==> src/rtl/msc_pkg.sv <==
package msc_pkg;
  localparam int MODE_W      = 5;
  localparam int NBANK       = 5;
  localparam int BANK_IDX_W  = 3;
  localparam int IRQ_MSK_BIT = 7;
  localparam int FIQ_MSK_BIT = 6;

  typedef enum logic [MODE_W-1:0] {
    M_USR = 5'h10,
    M_FIQ = 5'h11,
    M_IRQ = 5'h12,
    M_SVC = 5'h13,
    M_ABT = 5'h17,
    M_UND = 5'h1B,
    M_SYS = 5'h1F
  } mode_e;

  function automatic logic mode_ok(input logic [MODE_W-1:0] m);
    case (m)
      M_USR, M_FIQ, M_IRQ, M_SVC, M_ABT, M_UND, M_SYS: mode_ok = 1'b1;
      default: mode_ok = 1'b0;
    endcase
  endfunction

  function automatic logic has_bank(input logic [MODE_W-1:0] m);
    case (m)
      M_FIQ, M_IRQ, M_SVC, M_ABT, M_UND: has_bank = 1'b1;
      default: has_bank = 1'b0;
    endcase
  endfunction

  function automatic logic [BANK_IDX_W-1:0] bank_of(input logic [MODE_W-1:0] m);
    case (m)
      M_FIQ:   bank_of = 3'd0;
      M_IRQ:   bank_of = 3'd1;
      M_SVC:   bank_of = 3'd2;
      M_ABT:   bank_of = 3'd3;
      M_UND:   bank_of = 3'd4;
      default: bank_of = 3'd0;
    endcase
  endfunction
endpackage

==> src/rtl/msc_exc_arb.sv <==
module msc_exc_arb
  import msc_pkg::*;
(
  input  logic              dabt,
  input  logic              fiq,
  input  logic              irq,
  input  logic              pabt,
  input  logic              und,
  output logic              take,
  output logic [MODE_W-1:0] tgt,
  output logic              fiq_sel
);
  always_comb begin
    take    = 1'b1;
    fiq_sel = 1'b0;
    tgt     = M_SVC;
    if (dabt) begin
      tgt = M_ABT;
    end else if (fiq) begin
      tgt     = M_FIQ;
      fiq_sel = 1'b1;
    end else if (irq) begin
      tgt = M_IRQ;
    end else if (pabt) begin
      tgt = M_ABT;
    end else if (und) begin
      tgt = M_UND;
    end else begin
      take = 1'b0;
    end
  end
endmodule

==> src/rtl/msc_wr_merge.sv <==
module msc_wr_merge
  import msc_pkg::*;
#(
  parameter int PSR_W = 32
) (
  input  logic [PSR_W-1:0]   cur,
  input  logic [PSR_W-1:0]   data,
  input  logic [PSR_W/8-1:0] lane_en,
  input  logic               is_user,
  output logic [PSR_W-1:0]   nxt,
  output logic               trap
);
  localparam int NLANE = PSR_W / 8;

  logic [NLANE-1:0] lane_ok;

  for (genvar i = 0; i < NLANE; i++) begin : g_lane
    if (i == 0) begin : g_ctrl
      assign lane_ok[i] = lane_en[i] & ~is_user;
    end else begin : g_data
      assign lane_ok[i] = lane_en[i];
    end
    assign nxt[8*i +: 8] = lane_ok[i] ? data[8*i +: 8] : cur[8*i +: 8];
  end

  assign trap = lane_en[0] & ~mode_ok(data[MODE_W-1:0]);
endmodule

==> src/rtl/msc_saved_bank.sv <==
module msc_saved_bank
  import msc_pkg::*;
#(
  parameter int PSR_W = 32,
  parameter int NB    = NBANK,
  parameter logic [PSR_W-1:0] RST_VAL = '0
) (
  input  logic                  clk,
  input  logic                  rst_n,
  input  logic                  we,
  input  logic [BANK_IDX_W-1:0] widx,
  input  logic [PSR_W-1:0]      wdata,
  input  logic [BANK_IDX_W-1:0] ridx,
  output logic [PSR_W-1:0]      rdata
);
  logic [PSR_W-1:0] regs [NB];

  always_ff @(posedge clk or negedge rst_n) begin
    if (!rst_n) begin
      for (int b = 0; b < NB; b++) regs[b] <= RST_VAL;
    end else if (we) begin
      for (int b = 0; b < NB; b++)
        if (widx == BANK_IDX_W'(b)) regs[b] <= wdata;
    end
  end

  always_comb begin
    rdata = '0;
    for (int b = 0; b < NB; b++)
      if (ridx == BANK_IDX_W'(b)) rdata = regs[b];
  end
endmodule

==> src/rtl/mode_status_ctrl.sv <==
module mode_status_ctrl
  import msc_pkg::*;
#(
  parameter int PSR_W = 32
) (
  input  logic               clk,
  input  logic               rst_n,
  input  logic               wr_en,
  input  logic [PSR_W-1:0]   wr_data,
  input  logic [PSR_W/8-1:0] wr_lanes,
  input  logic               exc_irq,
  input  logic               exc_fiq,
  input  logic               exc_pabt,
  input  logic               exc_dabt,
  input  logic               exc_und,
  input  logic               ret_en,
  output logic [PSR_W-1:0]   psr_o,
  output logic [MODE_W-1:0]  mode_o,
  output logic               priv_o,
  output logic [PSR_W-1:0]   saved_o,
  output logic               trap_o,
  output logic               ret_err_o
);
  localparam logic [PSR_W-1:0] RST_PSR   = {{(PSR_W-8){1'b0}}, 3'b110, M_SVC};
  localparam logic [PSR_W-1:0] SAVED_RST = {{(PSR_W-MODE_W){1'b0}}, M_USR};

  logic [PSR_W-1:0]      psr_q, psr_d, merged, bank_rd;
  logic                  trap_q, trap_d, rerr_q, rerr_d;
  logic [MODE_W-1:0]     cur_mode, tgt;
  logic                  take, fiq_sel, merge_trap, cur_banked, is_user;

  assign cur_mode   = psr_q[MODE_W-1:0];
  assign is_user    = (cur_mode == M_USR);
  assign cur_banked = has_bank(cur_mode);

  msc_exc_arb u_arb (
    .dabt    (exc_dabt),
    .fiq     (exc_fiq),
    .irq     (exc_irq),
    .pabt    (exc_pabt),
    .und     (exc_und),
    .take    (take),
    .tgt     (tgt),
    .fiq_sel (fiq_sel)
  );

  msc_saved_bank #(.PSR_W(PSR_W), .NB(NBANK), .RST_VAL(SAVED_RST)) u_bank (
    .clk   (clk),
    .rst_n (rst_n),
    .we    (take),
    .widx  (bank_of(tgt)),
    .wdata (psr_q),
    .ridx  (bank_of(cur_mode)),
    .rdata (bank_rd)
  );

  msc_wr_merge #(.PSR_W(PSR_W)) u_merge (
    .cur     (psr_q),
    .data    (wr_data),
    .lane_en (wr_lanes),
    .is_user (is_user),
    .nxt     (merged),
    .trap    (merge_trap)
  );

  always_comb begin
    psr_d  = psr_q;
    trap_d = 1'b0;
    rerr_d = 1'b0;
    if (take) begin
      psr_d[MODE_W-1:0]  = tgt;
      psr_d[IRQ_MSK_BIT] = 1'b1;
      if (fiq_sel) psr_d[FIQ_MSK_BIT] = 1'b1;
    end else if (ret_en) begin
      if (cur_banked) psr_d = bank_rd;
      else            rerr_d = 1'b1;
    end else if (wr_en) begin
      if (merge_trap) trap_d = 1'b1;
      else            psr_d  = merged;
    end
  end

  always_ff @(posedge clk or negedge rst_n) begin
    if (!rst_n) begin
      psr_q  <= RST_PSR;
      trap_q <= 1'b0;
      rerr_q <= 1'b0;
    end else begin
      psr_q  <= psr_d;
      trap_q <= trap_d;
      rerr_q <= rerr_d;
    end
  end

  assign psr_o     = psr_q;
  assign mode_o    = cur_mode;
  assign priv_o    = ~is_user;
  assign saved_o   = cur_banked ? bank_rd : '0;
  assign trap_o    = trap_q;
  assign ret_err_o = rerr_q;
endmodule

==> config.mk <==
export PLATFORM = sky130hd
export DESIGN_NAME = mode_status_ctrl
export DESIGN_NICKNAME = d
export VERILOG_FILES = /design/src/rtl/msc_pkg.sv /design/src/rtl/msc_exc_arb.sv /design/src/rtl/msc_wr_merge.sv /design/src/rtl/msc_saved_bank.sv /design/src/rtl/mode_status_ctrl.sv
export SDC_FILE = /design/constraint.sdc
export NUM_CORES = 1
export LEC_CHECK = 0
export ABC_AREA = 1
export BUFFER_PORTS_ARGS = -buffer_cell sky130_fd_sc_hd__buf_2
export CAP_MARGIN = 20
export CORE_MARGIN = 2
export CORE_UTILIZATION = 37
export CTS_BUF_LIST = sky130_fd_sc_hd__clkbuf_16
export CTS_CLUSTER_DIAMETER = 200
export CTS_CLUSTER_SIZE = 28
export DETAILED_ROUTE_END_ITERATION = 8
export SYNTH_ARGS = -nofsm -noshare
export SYNTH_HDL_FRONTEND = slang
export SYNTH_SLANG_ARGS = --single-unit
==> constraint.sdc <==
create_clock -name clk -period 2.2 [get_ports clk]
set_input_delay 0.33 -clock clk [delete_from_list [all_inputs] [get_ports clk]]
set_output_delay 0.33 -clock clk [all_outputs]
set_load 0.05 [all_outputs]
==> impl_metrics.json <==
{
  "status": "finished, violations left",
  "violations": "negative setup slack",
  "grt-ovfl-total": 0,
  "maxSlewHeadroom": 0.655,
  "crit_path_start_kind": "flop",
  "cp-startpoint": "psr_o[4]",
  "syn_area_um2": 8980,
  "grt_pass1_wl_um": 41400,
  "final_cell_mix": "nand2_1, dfrtp_1, nor2_1",
  "drt_first_pass_iters": 5,
  "grt_pass1_vias": 7748,
  "gp_congestion": 0.818,
  "cp.required_ps": 1870,
  "vias": 7825,
  "fill_cells": 2278,
  "fin_nets": 1314,
  "start_util": 0.373,
  "ios": 117,
  "worstPathArrival_ps": 2380,
  "ys_ff_latch": 194,
  "clock-sinks": 194,
  "max_freq_mhz": 369,
  "p_leak_nw": 5.77,
  "fin_skew_ps": 6.84,
  "grt_max_degree": 66,
  "placed_cell_area_um2": 10800,
  "timing.rr.start": "psr_o[4]",
  "design_area_um2": 12300,
  "reg2reg_setup_slack_ps": -400,
  "die_w_um": 160,
  "io_buffers": 116,
  "crit_type": "flop to output port",
  "wl_per_cell_um": 16.1,
  "worst_ir_drop_vdd_v": 0.000346,
  "drc": 0,
  "dpl.cell_count": 1536,
  "drive_above_1_share": 0.312,
  "cts_tree": "done",
  "synthTopCellsByArea": "dfrtp_1, nand2_1, nor2_1",
  "clkSlewWorstSetupHoldPaths_ps": 70,
  "rows": 57,
  "seq_area_um2": 4880,
  "worstPathBufferInverterCount": 4,
  "end_kind": "output port",
  "path_depth": 9,
  "cp_top_family": "flip-flops",
  "die_area_um2": 25500,
  "grt_setup_unrepaired": "yes",
  "power_density_nw_per_um2": 842,
  "fin_crit_ps": 2710,
  "cts-htree-levels": 4,
  "ys_seq_area_frac": 0.542,
  "cts_root_buf": "clkbuf_16",
  "holdPathStages": 3,
  "yosysUniqueCellTypes": 35,
  "clock_latency_ps": 430,
  "syn_inst": 1115,
  "layout_setup_ws_ps": -511,
  "fin_cells": 1605,
  "synth_top_area_frac": 0.513,
  "diodes": 0,
  "worstMarginPinSlew_ps": 517,
  "track_usage": 0.206,
  "crit_slowest_cell": "dfstp_4",
  "cts_buffers": 17,
  "fp.dieH_um": 160,
  "yosysWarnings": 0,
  "timing.final.crit_share": 1.23,
  "crit_chain": "inv_6 > nor3_4 > buf_4 > nand2_8 > clkinv_8 > nand2_1 > and3_4 > a31oi_4 > buf_6",
  "synth_fp_nets": 1160,
  "postLayoutCoreUtil": 0.509,
  "syn_to_final_growth_pct": 36.7,
  "antenna_found_initial": 0,
  "drt-total-wl_um": 25900,
  "place_hpwl_um": 17400,
  "maxCapViolCount": 0,
  "synth_top_area_cell": "dfrtp_1",
  "cts_max_path_buffers": 2,
  "r2r.worst_path.cells": 18,
  "core_region_area_um2": 24100,
  "hold_viol": 0,
  "multi_input_area_um2": 4080,
  "worstSetupEndpoint": "saved_o[2]",
  "drtIter0Drc": 487,
  "setup-tns-final_ps": -14390,
  "drv_slew": 0,
  "drtAntennaViolNets": 0,
  "critPathMaxFanout": 9,
  "r2r-end": "psr_o[20]",
  "hp-class": "input pin to flop",
  "max_stage_delay_ps": 640,
  "synth_area_per_cell_um2": 8.06,
  "routed_via_density": 4.88,
  "setup_violations": 33,
  "final_common_cell": "nand2_1"
}
metrics by stage:
| step | total power, mW | setup slack [ps] | hold slack [ps] |
|---|---|---|---|
| after global placement | 7.04 | -133 | 347 |
| final | 10.3 | -511 | 194 |
| after global routing | 10.9 | -588 | 197 |
| after floorplan | 6.21 | -56.3 | 34.4 |
| after CTS | 10.3 | -430 | 171 |
| after detailed placement | 7.09 | -165 | 343 |
cells in the mapped netlist:
cell type / number
clkinv_1: 2
buf_6: 2
nand2_2: 2
inv_1: 73
nand4_4: 2
nand3_2: 1
a31oi_1: 4
inv_2: 8
a21oi_1: 43
nor2_4: 3
buf_1: 5
nor2_2: 3
o211ai_1: 16
nand3_1: 42
and3_1: 4
nand4_2: 1
nor2_8: 1
o21ai_0: 107
dfstp_2: 10
buf_2: 12
nor3_4: 1
o22ai_1: 8
nor3_2: 1
o21a_1: 16
nand2_1: 301
nor2_1: 163
nor3_1: 8
or2_0: 2
nand4_1: 10
nand2_8: 1
or2_2: 7
buf_4: 7
dfrtp_1: 184
clkbuf_1: 64
nand2_4: 1
worst min-delay path by stage:
stage	startpoint	to
2_1_floorplan	rst_n	psr_o[10]
3_3_place_gp	rst_n	psr_o[3]
3_5_place_dp	rst_n	psr_o[3]
4_1_cts	wr_en	trap_o
5_1_grt	wr_en	trap_o
6_report	wr_en	trap_o
sequential cells by signal, summed over array words and instances, names as in the netlist:
| name | count |
|---|---|
| psr_o | 32 |
| ret_err_o | 1 |
| trap_o | 1 |
| u_bank.regs | 160 |
power breakdown:
group	switching [mW]	total (mW)	internal, mW
Sequential	0.318	4.38	4.07
Combinational	1.96	3.10	1.13
Clock	1.33	2.85	1.53
area by class of cell:
class	instances	share of cell area
timing repair buffer	224	0.164
clock inverter	14	0.00826
multi-input combinational	748	0.333
tap	324	0.0330
inverter	83	0.0288
timing repair inverter	1	0.000917
sequential	194	0.398
clock buffer	17	0.0347
per-layer routing:
metal,global-route usage,part of all wire,vias to the layer above
met2,0.334,0.47,208
met1,0.280,0.45,3720
li1,-,-,3849
met3,0.0382,0.046,48
met5,0,0,-
met4,0.0721,0.027,0
worst reg2reg max path, delay by kind of cell (launching register included):
family | cells | cell delay, ps
DFF | 1 | 640
buffers and inverters | 10 | 1180
AOI/OAI and AO/OA | 1 | 110
and+or+nand+nor | 7 | 620
cells by family after synthesis:
| kind of cell | after synthesis | synth area share |
|---|---|---|
| AO/OA/AOI/OAI | 194 | 0.119 |
| buffers and inverters | 173 | 0.0786 |
| flip-flops | 194 | 0.542 |
| AND/OR/NAND/NOR | 554 | 0.261 |
what timing repair did:
action                                  in CTS  in global routing
hold buffers                                 1                  0
cloned                                       2                  1
buffers inserted                            28                  9
endpoints found under the setup margin      50                 39
endpoints found under the hold margin       42                  0
gates resized for setup                    156                 42
pin swaps                                   37                 32
(Power assumes the default switching activity.)
